[config.mk]
export PLATFORM = sky130hd
export DESIGN_NAME = hv_csr_access_check
export DESIGN_NICKNAME = d
export VERILOG_FILES = /design/src/rtl/hvchk_pkg.sv /design/src/rtl/hvchk_decode.sv /design/src/rtl/hvchk_stateen_gate.sv /design/src/rtl/hvchk_base_priv.sv /design/src/rtl/hv_csr_access_check.sv
export SDC_FILE = /design/constraint.sdc
export NUM_CORES = 1
export LEC_CHECK = 0
export BUFFER_PORTS_ARGS = -buffer_cell sky130_fd_sc_hd__buf_2
export CAP_MARGIN = 5
export CORE_AREA = 3 3 58 60
export CTS_CLUSTER_SIZE = 10
export DETAILED_ROUTE_END_ITERATION = 8
export DIE_AREA = 0 0 61 63
export PLACE_DENSITY_LB_ADDON = 0.05
export SLEW_MARGIN = 40
export SYNTH_ARGS = -nofsm -noshare
export SYNTH_HDL_FRONTEND = slang
export SYNTH_HIERARCHICAL = 1
export SYNTH_SLANG_ARGS = --single-unit
[constraint.sdc]
create_clock -name clk -period 8.4 [get_ports clk]
set_clock_uncertainty 0.15 [all_clocks]
set_input_delay 1.68 -clock clk [delete_from_list [all_inputs] [get_ports clk]]
set_output_delay 1.68 -clock clk [all_outputs]
set_load 0.01 [all_outputs]
[src/rtl/hvchk_pkg.sv]
// Shared types and constants for the hypervisor CSR access checker.
// Assumes a 12-bit CSR address space and the standard 2-bit privilege code.
package hvchk_pkg;

    localparam int CSR_AW = 12;

    typedef enum logic [2:0] {
        CLS_OTHER,
        CLS_SSEL,
        CLS_SALIAS,
        CLS_VSSEL,
        CLS_VSALIAS,
        CLS_SCTX,
        CLS_HCTX,
        CLS_DLGH
    } csr_cls_e;

    localparam logic [1:0] LVL_U = 2'd0;
    localparam logic [1:0] LVL_S = 2'd1;
    localparam logic [1:0] LVL_H = 2'd2;
    localparam logic [1:0] LVL_M = 2'd3;

    localparam logic [CSR_AW-1:0] ADR_SSEL  = 12'h150;
    localparam logic [CSR_AW-1:0] ADR_VSSEL = 12'h250;
    localparam logic [CSR_AW-1:0] ADR_SCTX  = 12'h5A8;
    localparam logic [CSR_AW-1:0] ADR_HCTX  = 12'h6A8;
    localparam logic [CSR_AW-1:0] ADR_DLGH  = 12'h612;

    localparam int N_ALIAS = 6;

    // Offsets of the alias registers above their select register.
    function automatic logic [3:0] alias_off(input int idx);
        case (idx)
            0:       return 4'd1;
            1:       return 4'd2;
            2:       return 4'd3;
            3:       return 4'd5;
            4:       return 4'd6;
            default: return 4'd7;
        endcase
    endfunction

endpackage

[src/rtl/hvchk_decode.sv]
// Address classifier: maps a CSR address to the register group it belongs to.
// Assumes exact address matches; any address outside the groups is CLS_OTHER.
module hvchk_decode
    import hvchk_pkg::*;
#(
    parameter int NA = N_ALIAS
) (
    input  logic [CSR_AW-1:0] addr,
    output csr_cls_e          cls
);

    logic [NA-1:0] s_hit;
    logic [NA-1:0] v_hit;

    // One comparator per alias offset, for each of the two select bases.
    for (genvar i = 0; i < NA; i++) begin : g_alias
        localparam logic [CSR_AW-1:0] OFF = CSR_AW'(alias_off(i));
        assign s_hit[i] = (addr == ADR_SSEL + OFF);
        assign v_hit[i] = (addr == ADR_VSSEL + OFF);
    end

    // Priority-free classification (all matches are mutually exclusive).
    always_comb begin
        cls = CLS_OTHER;
        if (addr == ADR_SSEL)       cls = CLS_SSEL;
        else if (|s_hit)            cls = CLS_SALIAS;
        else if (addr == ADR_VSSEL) cls = CLS_VSSEL;
        else if (|v_hit)            cls = CLS_VSALIAS;
        else if (addr == ADR_SCTX)  cls = CLS_SCTX;
        else if (addr == ADR_HCTX)  cls = CLS_HCTX;
        else if (addr == ADR_DLGH)  cls = CLS_DLGH;
    end

endmodule

[src/rtl/hvchk_stateen_gate.sv]
// State-enable gate: applies machine and hypervisor enable bits to the
// indirect group, the context registers and the upper delegation register.
// Assumes the caller has already qualified virt with a non-machine privilege.
module hvchk_stateen_gate
    import hvchk_pkg::*;
(
    input  csr_cls_e   cls,
    input  logic [1:0] priv,
    input  logic       eff_virt,
    input  logic       stateen_en,
    input  logic       m_ind,
    input  logic       m_ctx,
    input  logic       m_p113,
    input  logic       h_ind,
    input  logic       h_ctx,
    output logic       gate_ill,
    output logic       gate_vir
);

    logic active;
    logic is_ind;

    assign active = stateen_en && (priv != LVL_M);
    assign is_ind = (cls == CLS_SSEL) || (cls == CLS_SALIAS) ||
                    (cls == CLS_VSSEL) || (cls == CLS_VSALIAS);

    // Machine-word check first, hypervisor-word check only if it passes.
    always_comb begin
        gate_ill = 1'b0;
        gate_vir = 1'b0;
        if (active) begin
            if (is_ind) begin
                if (!m_ind)                 gate_ill = 1'b1;
                else if (eff_virt && !h_ind) gate_vir = 1'b1;
            end else if (cls == CLS_SCTX) begin
                if (!m_ctx)                 gate_ill = 1'b1;
                else if (eff_virt && !h_ctx) gate_vir = 1'b1;
            end else if (cls == CLS_HCTX) begin
                if (!m_ctx)                 gate_ill = 1'b1;
            end else if (cls == CLS_DLGH) begin
                if (!m_p113)                gate_ill = 1'b1;
            end
        end
    end

endmodule

[src/rtl/hvchk_base_priv.sv]
// Generic privilege rule: compares the effective level with the level in
// address bits [9:8] and rejects writes to read-only addresses.
// Assumes priv encodes U=0, S=1, M=3 and eff_virt is 0 in M-mode.
module hvchk_base_priv
    import hvchk_pkg::*;
(
    input  logic [3:0] addr_hi,
    input  logic       wr,
    input  logic [1:0] priv,
    input  logic       eff_virt,
    output logic       base_ill,
    output logic       base_vir
);

    logic [1:0] eff_lvl;
    logic [1:0] need_lvl;

    assign need_lvl = addr_hi[1:0];

    // HS-mode (S without virtualization) reaches hypervisor-level registers.
    always_comb begin
        case (priv)
            LVL_M:   eff_lvl = LVL_M;
            LVL_S:   eff_lvl = eff_virt ? LVL_S : LVL_H;
            default: eff_lvl = priv;
        endcase
    end

    // Level shortfall first, then the read-only write check.
    always_comb begin
        base_ill = 1'b0;
        base_vir = 1'b0;
        if (eff_lvl < need_lvl) begin
            if (eff_virt && need_lvl <= LVL_H) base_vir = 1'b1;
            else                               base_ill = 1'b1;
        end else if (wr && addr_hi[3:2] == 2'b11) begin
            base_ill = 1'b1;
        end
    end

endmodule

[src/rtl/hv_csr_access_check.sv]
// Top of the hypervisor CSR access checker. Combines the existence, gating,
// virtualized-direct, missing-target and generic rules in fixed precedence
// and registers the one-hot result one cycle after a valid request.
// Assumes the enable words are stable during the request cycle.
module hv_csr_access_check
    import hvchk_pkg::*;
#(
    parameter int SE_W      = 64,
    parameter int IND_BIT   = 60,
    parameter int CTX_BIT   = 57,
    parameter int P113_BIT  = 56
) (
    input  logic              clk,
    input  logic              rst_n,
    input  logic              req_valid,
    input  logic [CSR_AW-1:0] csr_addr,
    input  logic              csr_write,
    input  logic [1:0]        priv,
    input  logic              virt,
    input  logic              xlen32,
    input  logic              stateen_en,
    input  logic [SE_W-1:0]   menable_word,
    input  logic [SE_W-1:0]   henable_word,
    input  logic              ind_target_ok,
    output logic              rsp_valid,
    output logic              exc_illegal,
    output logic              exc_virtual
);

    csr_cls_e cls;
    logic     eff_virt;
    logic     gate_ill, gate_vir;
    logic     base_ill, base_vir;
    logic     rule_vir;
    logic     is_alias;
    logic     nxt_ill, nxt_vir;
    logic     unused_se_bits;

    assign eff_virt = virt && (priv != LVL_M);
    assign is_alias = (cls == CLS_SALIAS) || (cls == CLS_VSALIAS);
    assign unused_se_bits = ^{menable_word, henable_word};

    hvchk_decode #(.NA(N_ALIAS)) u_dec (
        .addr (csr_addr),
        .cls  (cls)
    );

    hvchk_stateen_gate u_gate (
        .cls        (cls),
        .priv       (priv),
        .eff_virt   (eff_virt),
        .stateen_en (stateen_en),
        .m_ind      (menable_word[IND_BIT]),
        .m_ctx      (menable_word[CTX_BIT]),
        .m_p113     (menable_word[P113_BIT]),
        .h_ind      (henable_word[IND_BIT]),
        .h_ctx      (henable_word[CTX_BIT]),
        .gate_ill   (gate_ill),
        .gate_vir   (gate_vir)
    );

    hvchk_base_priv u_base (
        .addr_hi  (csr_addr[CSR_AW-1:CSR_AW-4]),
        .wr       (csr_write),
        .priv     (priv),
        .eff_virt (eff_virt),
        .base_ill (base_ill),
        .base_vir (base_vir)
    );

    // Virtualized direct-access rule for the indirect group.
    always_comb begin
        rule_vir = 1'b0;
        if (eff_virt) begin
            if (cls == CLS_VSSEL || cls == CLS_VSALIAS)
                rule_vir = 1'b1;
            else if ((cls == CLS_SSEL || cls == CLS_SALIAS) && priv == LVL_U)
                rule_vir = 1'b1;
        end
    end

    // Fixed-precedence merge of all rules into one decision.
    always_comb begin
        nxt_ill = 1'b0;
        nxt_vir = 1'b0;
        if (cls == CLS_DLGH && !xlen32) nxt_ill = 1'b1;
        else if (gate_ill)              nxt_ill = 1'b1;
        else if (gate_vir)              nxt_vir = 1'b1;
        else if (rule_vir)              nxt_vir = 1'b1;
        else if (is_alias && !ind_target_ok) nxt_ill = 1'b1;
        else begin
            nxt_ill = base_ill;
            nxt_vir = base_vir;
        end
    end

    // Response register: one cycle after a request, cleared when idle.
    always_ff @(posedge clk) begin
        if (!rst_n) begin
            rsp_valid   <= 1'b0;
            exc_illegal <= 1'b0;
            exc_virtual <= 1'b0;
        end else begin
            rsp_valid   <= req_valid;
            exc_illegal <= req_valid && nxt_ill;
            exc_virtual <= req_valid && nxt_vir;
        end
    end

    AST_RSP_FOLLOWS_REQ: assert property (@(posedge clk) disable iff (!rst_n)
        req_valid |=> rsp_valid);
    AST_RSP_NO_REQ: assert property (@(posedge clk) disable iff (!rst_n)
        !req_valid |=> !rsp_valid);
    AST_IDLE_QUIET: assert property (@(posedge clk) disable iff (!rst_n)
        !rsp_valid |-> (!exc_illegal && !exc_virtual));
    AST_EXC_ONEHOT: assert property (@(posedge clk) disable iff (!rst_n)
        $onehot0({exc_illegal, exc_virtual}));
    AST_DLGH_WIDTH: assert property (@(posedge clk) disable iff (!rst_n)
        (req_valid && csr_addr == ADR_DLGH && !xlen32) |=> exc_illegal);
    AST_VS_DIRECT: assert property (@(posedge clk) disable iff (!rst_n)
        (req_valid && virt && priv != LVL_M && csr_addr == ADR_VSSEL &&
         (!stateen_en || menable_word[IND_BIT])) |=> exc_virtual);
    AST_M_NO_GATE: assert property (@(posedge clk) disable iff (!rst_n)
        (req_valid && priv == LVL_M && csr_addr == ADR_SCTX)
        |=> (!exc_illegal && !exc_virtual));

endmodule

==> run summary, run 1 <==
• 11.5 um — WL per Instance
• 38 — library cells used by synthesis
• 18.2% — effective utilization at floorplan
• 1 — CTS HTree Levels
• 0 — ant diodes
• 63 um — die height
• 21.3 uV — maximum vdd drop
• 9.15% — overall fraction of global-route tracks in use
• 256 — Final nets
• 3 — count of state elements after synthesis
• 1330 um — post-DP HPWL
• 631 — vias in the first global route
• 0.358 nW — Leak
• 42.3% — share of post-route cells with drive strength above 1
• 0 — number of pins exceeding their max-slew limit in the final report
• 9 — Detailed Route Iter0 Violations
• 8.37 ns — Crit path required time
• 81.1 nW/um2 — pwr dens
• 541 um2 — post-synthesis cell area
• 10 — crit-path max FO
• 0 — number of buffers inserted by post-CTS setup repair
• 222 — post-synth net total
• dfxtp_1 — largest area contributor in the synthesized netlist
• 11.1% — sequential fraction of the synthesis area
• primary input to register — category of the most critical setup path
• dfxtp_1 — top_reg_cell synth
• 6 — Synth warnings
• 61 um — horizontal die dimension
• 0.04 ns — clock transition time at the flip-flop clock pins of the worst setup and hold paths
• 0 — number of gates resized after CTS
• 2 — maximum root-to-sink buffer count
• clkbuf_4 — Root Driver
• 0 ns — total negative slack
• primary input — type of element launching the critical path
• 133 — placed cell count
• 4 — number of iterations in the first detailed-routing pass
• 71.3% — Rel. slew slack
• 341 — number of fill cells
• done — CTS tree
• 29 — port bufs
• 39.4% — Syn-to-layout area delta
• 0 — number of endpoints with negative hold slack in the final report
• 20 — FP Rows
• dfxtp_1 11%, nand3_1 5.6%, a21oi_1 4.6%, nand2_1 4.2%, o211ai_1 4.2% — main area contributors after synthesis
• 0 — total congestion overflow
• 0.0000611 W — total chip power
• 2980 um2 — total core area
• 0.252 GHz — FMAX
• primary input to register — Tightest Hold Check Type
• 11 — maximum number of pins on one net before global-route repair
• register — capturing element type of the critical path
• 1580 um — total wirelength of the detailed-routed design
• 628 — via count of the routed design
• 0.429 ns — slew at the pin with the worst max-slew slack
• 0 — Post-synth EDFFs
• 0 — antenna violations before repair
• 2790 um — first-pass GRT wire length
• 0 — number of hold buffers added after cts
• 0 — remaining design rule violation count
• 47.3% — ratio of final minimum period to clock period
• finished clean — result of the run
• false — RSZ-0062 raised after global routing
• csr_addr[3] — startpoint of the most critical setup path
• 3 — total clock buffers created by CTS
• 3840 um2 — full die area
• 0 — number of antenna-violating nets in the routed design
• 1.55 ns — post-route worst hold slack
• 7.61 um2 — average cell area after synthesis
• req_valid — hold wc startpoint
• 0 — Max Cap Viol
• 3.95 ns — data arrival time of the worst path
• 137 — Non-Filler Instances
• 71 — cell count after synthesis
• 3 — CTS sink count
• 153 — number of I/O pins
• 0% — Async S/R FF share, synth
• 11.1% — top cell type's share of synthesized area
• 0.684 — final weighted congestion in routability-driven placement
• 0 — number of endpoints failing setup at the final stage
• 4.58 — routed via count divided by cell count
• 3.97 ns — final critical path time including I/O delays and setup
[logic make-up after synthesis]
logic type	count (synthesis)	synth area share (%)
AO/OA/AOI/OAI	17	21.5
XOR/XNOR	1	1.62
adder cells (fa/ha/maj)	1	2.31
buffers and inverters	5	3.47
flip-flops	3	11.1
multiplexers	2	3.94
AND/OR/NAND/NOR	42	56.0
[placed cells by master, fill, tap and decap left out, types with 3 or more instances in the layout]
cell type,n
buf_2,29
nand2_1,6
nand3_1,6
inv_1,5
a21oi_1,5
o211ai_1,3
and3_1,3
clkbuf_4,3
dfxtp_1,3
nor2_1,3
nand2b_1,3
[synthesized netlist by cell type (2+ instances only)]
cell type	n
a21oi_1	5
nor2_1	3
and3_1	3
nand2_1	6
nand3_1	6
and3b_1	2
nor3_2	2
and2b_2	2
inv_1	5
o211ai_1	3
nand4b_1	2
dfxtp_1	3
nand2b_1	3
o21ai_1	2
[power breakdown]
part | leakage, nW | switching [W] | internal [W]
sequential | 0.0246 | 0.000000210 | 0.0000150
clock | 0.0150 | 0.00000766 | 0.0000178
combinational | 0.319 | 0.00000981 | 0.0000106
total | 0.358 | 0.0000177 | 0.0000434
[layer usage]
layer	wire, um	vias to the layer above	GRT usage, %
met5	0	-	0
met4	0	0	2.44
met3	71	0	2.69
met2	675	15	12.3
met1	834	274	13.8
li1	-	339	-
[path summary, 6_finish.rpt]
check                     end  cells past startpoint
max    exc_virtual$_SDFF_PN0_                     11
min      rsp_valid$_SDFF_PN0_                      3
[flip-flops by register name, indices dropped and copies added, names as in the netlist]
name / count
exc_illegal: 1
exc_virtual: 1
rsp_valid: 1
[cell type report]
type / count / area [um2] / area share [%]
well taps: 33 / 41.3 / 5.48
inverters: 5 / 18.8 / 2.49
multi-input cells: 63 / 462 / 61.3
flip-flops and latches: 3 / 60.1 / 7.97
clock buffers: 4 / 26.3 / 3.49
repair buffers: 29 / 145 / 19.3
[through the flow]
step	setup slack (ns)	util [%]	cell area (um2)
final	4.43	25.3	753
after global routing	4.23	25.3	753
after CTS	4.41	25.3	753
after detailed placement	4.16	24.4	727
after global placement	4.16	24.4	727
after floorplan	4.55	-	541
[worst max-delay path, stage by stage]
cell and delay, ns:
buf_2 0.11, or4b_4 0.57, nor4_4 0.26, o211ai_1 0.13, nand3_1 0.34, o21ai_0 0.17
nand4b_1 0.13, a21oi_1 0.07, a21oi_1 0.17, o211ai_1 0.12, and3_1 0.19
No activity file was read; power rests on OpenSTA's default activity.
==> run 2: changes to the inputs <==
--- a/config.mk
+++ b/config.mk
@@ -5,12 +5,14 @@
 export SDC_FILE = /design/constraint.sdc
 export NUM_CORES = 1
 export LEC_CHECK = 0
+export ABC_AREA = 1
 export BUFFER_PORTS_ARGS = -buffer_cell sky130_fd_sc_hd__buf_2
 export CAP_MARGIN = 5
-export CORE_AREA = 3 3 58 60
+export CORE_ASPECT_RATIO = 1.2
+export CORE_MARGIN = 3
+export CORE_UTILIZATION = 21
 export CTS_CLUSTER_SIZE = 10
 export DETAILED_ROUTE_END_ITERATION = 8
-export DIE_AREA = 0 0 61 63
 export PLACE_DENSITY_LB_ADDON = 0.05
 export SLEW_MARGIN = 40
 export SYNTH_ARGS = -nofsm -noshare
==> constraint.sdc (replaced) <==
create_clock -name clk -period 3.59 [get_ports clk]
set_clock_uncertainty 0.15 [all_clocks]
set_input_delay 0.718 -clock clk [delete_from_list [all_inputs] [get_ports clk]]
set_output_delay 0.718 -clock clk [all_outputs]
set_load 0.01 [all_outputs]
==> run summary, run 2 <==
• finished clean — result of the run
• 32.3% — share of total power consumed by net switching, +3.3 points
• 0 — number of pins exceeding their max-slew limit in the final report, unchanged
• 1720 um — total wirelength of the detailed-routed design, +8.9%
• 0.0000486 W — switching pwr, +170%
• 8.64 um — WL per Instance, -25%
• 1.85% — post-synthesis share of cell area spent on full adders, half adders and majority gates, -0.46 points
• nand2_1 — top-count cell post-synth
• 0% — synthesized-area fraction occupied by xor and xnor cells, -1.6 points
• 5.12 um2 — average cell area after synthesis, -33%
• 0.000102 W — total internal power, +130%
• 39.1% — part of the total power dissipated in combinational logic, +5.7 points
• 0 — number of buffers inserted by post-CTS setup repair, unchanged
• simple AND/OR/NAND/NOR gates — combinational family with the most area after synthesis
• dfxtp_1 — top_reg_cell synth
• 153 — number of I/O pins, unchanged
• 0.29 ns — Largest stage delay, worst path, -0.28 ns
• nand2_1 — most common library cell in the layout ignoring fill and taps
• 35.8% — share of post-route cells with drive strength above 1, -6.6 points
• 9 — Detailed Route Iter0 Violations, unchanged
• 3.56 ns — Crit path required time, -4.81 ns
• 0 — antenna violations before repair, unchanged
• primary input — type of element launching the critical path
• 75.8% — Rel. slew slack, +4.5 points
• 0 — number of gates resized after CTS, unchanged
• 4 — number of iterations in the first detailed-routing pass, unchanged
• 2940 um2 — total core area, -1.2%
• 9.21% — overall fraction of global-route tracks in use, +0.055 points
• nand2_1 — cell mode on critical path
• 3 — CTS sink count, unchanged
• 29 — port bufs, unchanged
• clkbuf_4 — Root Driver
• 9 — crit-path max FO, -1
• primary input to register — category of the most critical setup path
• 64.6% — ratio of final minimum period to clock period
• register — capturing element type of the critical path
• 0% — Async S/R FF share, synth, unchanged
• 39 x nand2_1, 21 x inv_1, 17 x nor2_1 — cell types with the highest counts after synthesis
• nand2_1 — largest area contributor in the synthesized netlist
• 3 — count of state elements after synthesis, unchanged
• 37.4% — relative contribution of the clock network to total power, -4.3 points
• 0 — Post-synth EDFFs, unchanged
• 4.23 — routed via count divided by cell count, -7.7%
• 132 — cell count after synthesis, +86%
• exc_illegal (1), exc_virtual (1), rsp_valid (1) — leading registers by flop count
• 3 — total clock buffers created by CTS, unchanged
• nand3_1 — master of the slowest instance on the critical path
• 21.7% — top cell type's share of synthesized area, +11 points
• buf_2, inv_1, nand2_1, nor2_1, o21ai_0, nand3_1, nor2_1, nand2_2, nand2_1, nand2_1, nand2_1, nor2_2, inv_1, nand3_1, nand3_1, inv_1 — Cell Chain, Critical Path
• 1540 um — post-DP HPWL, +16%
• 0 — number of antenna-violating nets in the routed design, unchanged
• nand2_1 22%, inv_1 12%, nand3_1 11%, nor2_1 9.4%, dfxtp_1 8.9% — main area contributors after synthesis
• 22 — library cells used by synthesis, -42%
• 0.775 — final weighted congestion in routability-driven placement, +13%
• 170 uV — maximum vdd drop, +700%
• 2.32 ns — final critical path time including I/O delays and setup
• done — CTS tree
• 23.0% — effective utilization at floorplan, +4.8 points
• 6 — Synth warnings, unchanged
• 10 — maximum number of pins on one net before global-route repair, -1
• 0 — number of endpoints with negative hold slack in the final report, unchanged
• 283 — post-synth net total, +27%
• 0.362 ns — slew at the pin with the worst max-slew slack, -0.0672 ns
• 2.29 ns — data arrival time of the worst path, -1.66 ns
• false — RSZ-0062 raised after global routing
• 3020 um — first-pass GRT wire length, +8.4%
• 57.8 um — horizontal die dimension, -5.3%
• 0.432 GHz — FMAX
• 3940 um2 — full die area, +2.4%
• 0.587 ns — post-route worst hold slack, -0.959 ns
• 64.1% — simple-gate share of the synthesized area, +8.1 points
• 10.7% — fraction of the mapped netlist area in compound gates, -11 points
• 0.03 ns — clock transition time at the flip-flop clock pins of the worst setup and hold paths, about the same
• 8.89% — sequential fraction of the synthesis area, -2.2 points
• 4 — number of buffers and inverters on the critical path, +3
• 169 nW/um2 — pwr dens, +110%
• 23.5% — Reg power frac, -1.4 points
• primary input to register — Tightest Hold Check Type
• 0 — number of hold buffers added after cts, unchanged
• 842 — via count of the routed design, +34%
• 0 — Max Cap Viol, unchanged
• 676 um2 — post-synthesis cell area, +25%
• 846 — vias in the first global route, +34%
• 21 — FP Rows, +5.0%
• 0% — share of cell area taken by muxes after synthesis, -3.9 points
• 0 — remaining design rule violation count, unchanged
• 317 — Final nets, +24%
• simple AND/OR/NAND/NOR gates — family with the most delay on the worst path
• 0 — total congestion overflow, unchanged
• 39 x nand2_1, 29 x buf_2, 21 x inv_1 — highest-count cells in the layout ignoring fill and taps
• 0.512 nW — Leak, +43%
• 31.7% — Syn-to-layout area delta
• 68.1 um — die height, +8.2%
• 0 — ant diodes, unchanged
• 2 — maximum root-to-sink buffer count, unchanged
• 1 — CTS HTree Levels, unchanged
• 0 — number of endpoints failing setup at the final stage, unchanged
• 0 ns — total negative slack, unchanged
-- run 2: cell count changes after synthesis, sizes merged, moves of 10 or more --
cell / delta
nor2: +22
nand2: +42
inv: +21
nand3: +10
-- run 2: per-stage QoR --
step	util (%)	instances	instance area [um2]	power, W	setup WS, ns
finish	30.2	199	890	0.000150	1.27
global route	30.2	199	890	0.000165	0.997
CTS	30.2	199	890	0.000154	1.27
detailed placement	29.3	195	863	0.0000958	1.03
global placement	29.3	195	863	0.0000946	1.05
floorplan	-	132	676	0.0000698	1.38
-- run 2: routing by layer --
metal / GRT usage [%] / vias to the layer above / routed length [um]
met5: 0 / - / 0
met4: 2.03 / 0 / 0
met3: 0 / 0 / 49
met2: 18.1 / 14 / 837
met1: 11.1 / 359 / 833
li1: - / 469 / -
-- run 2: layout make-up --
cell class | instances | area [um2]
clock buffers | 4 | 26.3
inverters | 26 | 97.6
well taps | 34 | 42.5
fillers | 353 | 2050
flip-flops and latches | 3 | 60.1
multi-input cells | 103 | 518
repair buffers | 29 | 145
-- run 2: tightest hold or removal path: stages --
cell and delay (ns):
buf_2 0.07, nand2_1 0.06, inv_1 0.07
-- run 2: path summary, 6_finish.rpt --
| check | start | end | cells after the start | slack (ns) |
|---|---|---|---|---|
| worst min-delay path | req_valid | rsp_valid$_SDFF_PN0_ | 3 | 0.59 |
| worst max-delay path | csr_addr[10] | exc_virtual$_SDFF_PN0_ | 16 | 1.27 |
-- run 2: power by group through the flow --
stage / combinational (W) / clock, W / sequential (W)
6_report: 0.0000589 / 0.0000563 / 0.0000353
5_1_grt: 0.0000685 / 0.0000614 / 0.0000354
4_1_cts: 0.0000602 / 0.0000585 / 0.0000353
3_5_place_dp: 0.0000600 / 0 / 0.0000358
3_3_place_gp: 0.0000589 / 0 / 0.0000358
2_1_floorplan: 0.0000331 / 0 / 0.0000367
-- run 2: cell families (layout without fill, tap and decap cells) --
kind of cell | after synthesis | count (layout)
DFF | 3 | 3
and+or+nand+nor | 92 | 92
buffers and inverters | 26 | 59
AOI/OAI and AO/OA | 10 | 10
adders and majority gates | 1 | 1
==> run 3: changes to the inputs <==
==> constraint.sdc (replaced) <==
create_clock -name clk -period 2 [get_ports clk]
set_clock_uncertainty 0.15 [all_clocks]
set_input_delay 0.4 -clock clk [delete_from_list [all_inputs] [get_ports clk]]
set_output_delay 0.4 -clock clk [all_outputs]
set_load 0.01 [all_outputs]
==> run summary, run 3 (synthesis results as in run 2) <==
• 846 — via count of the routed design, +0.48%
• 91.1% — ratio of final minimum period to clock period
• primary input to register — Tightest Hold Check Type
• nand2_1 — most common library cell in the layout ignoring fill and taps
• 1 — CTS HTree Levels, unchanged
• 29 — port bufs, unchanged
• 0 — ant diodes, unchanged
• 205 — Non-Filler Instances, +3.0%
• 9 — crit-path max FO, unchanged
• 39.8% — share of post-route cells with drive strength above 1, +4.0 points
• rsp_valid$_SDFF_PN0_ — Min-Delay Endpoint
• 4 — number of iterations in the first detailed-routing pass, unchanged
• clkbuf_4 — Root Driver
• 2 — maximum root-to-sink buffer count, unchanged
• 323 — Final nets, +1.9%
• 0 — antenna violations before repair, unchanged
• 1.98 ns — Crit path required time, -1.58 ns
• 0 — number of endpoints with negative hold slack in the final report, unchanged
• 0.04 ns — clock transition time at the flip-flop clock pins of the worst setup and hold paths, about the same
• 3940 um2 — full die area, unchanged
• 291 nW/um2 — pwr dens, +72%
• primary input — type of element launching the critical path
• 201 — placed cell count, +3.1%
• 3 — number of cells on the worst hold path, unchanged
• register — capturing element type of the critical path
• 0.543 nW — Leak, +6.2%
• 3000 um — first-pass GRT wire length, -0.69%
• 4.13 — routed via count divided by cell count, -2.5%
• 8.40 um — WL per Instance, -2.8%
• exc_illegal (1), exc_virtual (1), rsp_valid (1) — leading registers by flop count
• 57.8 um — horizontal die dimension, unchanged
• finished clean — result of the run
• 752 — vias in the first global route, -11%
• 10 — maximum number of pins on one net before global-route repair, unchanged
• 1560 um — post-DP HPWL, +1.7%
• 153 — number of I/O pins, unchanged
• 23.0% — effective utilization at floorplan, unchanged
• 0 — remaining design rule violation count, unchanged
• 0.327 ns — slew at the pin with the worst max-slew slack, -0.0350 ns
• 78.0% — Rel. slew slack, +2.2 points
• 3 — total clock buffers created by CTS, unchanged
• 1720 um — total wirelength of the detailed-routed design, +0.12%
• 0.179 ns — final setup slack of the worst path, -1.09 ns
• primary input to register — category of the most critical setup path
• 0 — number of antenna-violating nets in the routed design, unchanged
• 1.82 ns — final critical path time including I/O delays and setup
• done — CTS tree
• 9.52% — overall fraction of global-route tracks in use, +0.31 points
• 216 uV — maximum vdd drop, +27%
• 0 — total congestion overflow, unchanged
• 68.1 um — die height, unchanged
• 0.706 — final weighted congestion in routability-driven placement, -8.9%
• 40.9% — Syn-to-layout area delta
• 21 — FP Rows, unchanged
• 0 — number of pins exceeding their max-slew limit in the final report, unchanged
• 3 — CTS sink count, unchanged
• 0.000277 W — total chip power, +84%
• 34 — Detailed Route Iter0 Violations, +25
• -0.156 ns — worst setup timing slack at the placement stage, -1.18 ns
• 0 — number of endpoints failing setup at the final stage, unchanged
• req_valid — hold wc startpoint
• 0 — Max Cap Viol, unchanged
• 37 x nand2_1, 29 x buf_2, 21 x inv_1 — highest-count cells in the layout ignoring fill and taps
• false — RSZ-0062 raised after global routing
• 2940 um2 — total core area, unchanged
• 0.549 GHz — FMAX
• 1.80 ns — data arrival time of the worst path, -0.49 ns
-- run 3: worst max-delay path by stage --
stage	to	start	slack (ns)	cells after the start
after detailed placement	exc_virtual$_SDFF_PN0_	csr_addr[11]	-0.16	18
after floorplan	exc_virtual$_SDFF_PN0_	csr_addr[11]	0.11	15
after global placement	exc_virtual$_SDFF_PN0_	csr_addr[11]	-0.13	18
final	exc_virtual$_SDFF_PN0_	csr_addr[8]	0.18	18
after CTS	exc_virtual$_SDFF_PN0_	csr_addr[11]	0.09	18
after global routing	exc_virtual$_SDFF_PN0_	csr_addr[0]	0.01	17
-- run 3: stage by stage --
stage | setup TNS [ns] | cell area, um2 | hold slack (ns) | util [%]
finish | 0 | 952 | 0.269 | 32.4
global route | 0 | 952 | 0.268 | 32.4
CTS | 0 | 935 | 0.262 | 31.8
detailed placement | -0.298 | 908 | 0.500 | 30.9
global placement | -0.236 | 908 | 0.495 | 30.9
floorplan | 0 | 676 | 0.395 | -
-- run 3: area by class of cell --
cell class                      instances  area (um2)
Clock buffer                            4        26.3
Fill cell                             367        1990
Inverter                               26        97.6
Multi-Input combinational cell        103         536
Sequential cell                         3        60.1
Tap cell                               34        42.5
Timing Repair Buffer                   35         190
-- run 3: timing repair --
action	4_1_cts	5_1_grt
buffers inserted	0	0
hold buffers	0	0
setup endpoints to repair	0	2
resized for setup	0	7
-- run 3: critical path, stage by stage --
cell and delay (ns):
buf_2 0.10, inv_1 0.05, nand2_2 0.10, nor2_4 0.05
nand3_1 0.08, nand2_1 0.06, inv_1 0.14, nand2_4 0.11
nor2_1 0.14, nand2_2 0.08, nand2_1 0.08, nand2_1 0.06
nand2_1 0.07, nor2_2 0.03, inv_1 0.08, nand3_1 0.08
nand3_1 0.07, inv_1 0.04
-- run 3: power by group --
part           leakage, nW  internal, W  switching [W]
Sequential          0.0246    0.0000628    0.000000417
Combinational        0.504    0.0000500      0.0000609
Clock               0.0150    0.0000746      0.0000285
-- run 3: metal layers --
metal	GRT usage [%]	vias up	share of wire (%)
li1	-	480	-
met1	12.2	350	47
met2	16.0	16	48
met3	2.08	0	4.5
met4	2.61	0	0
met5	0	-	0
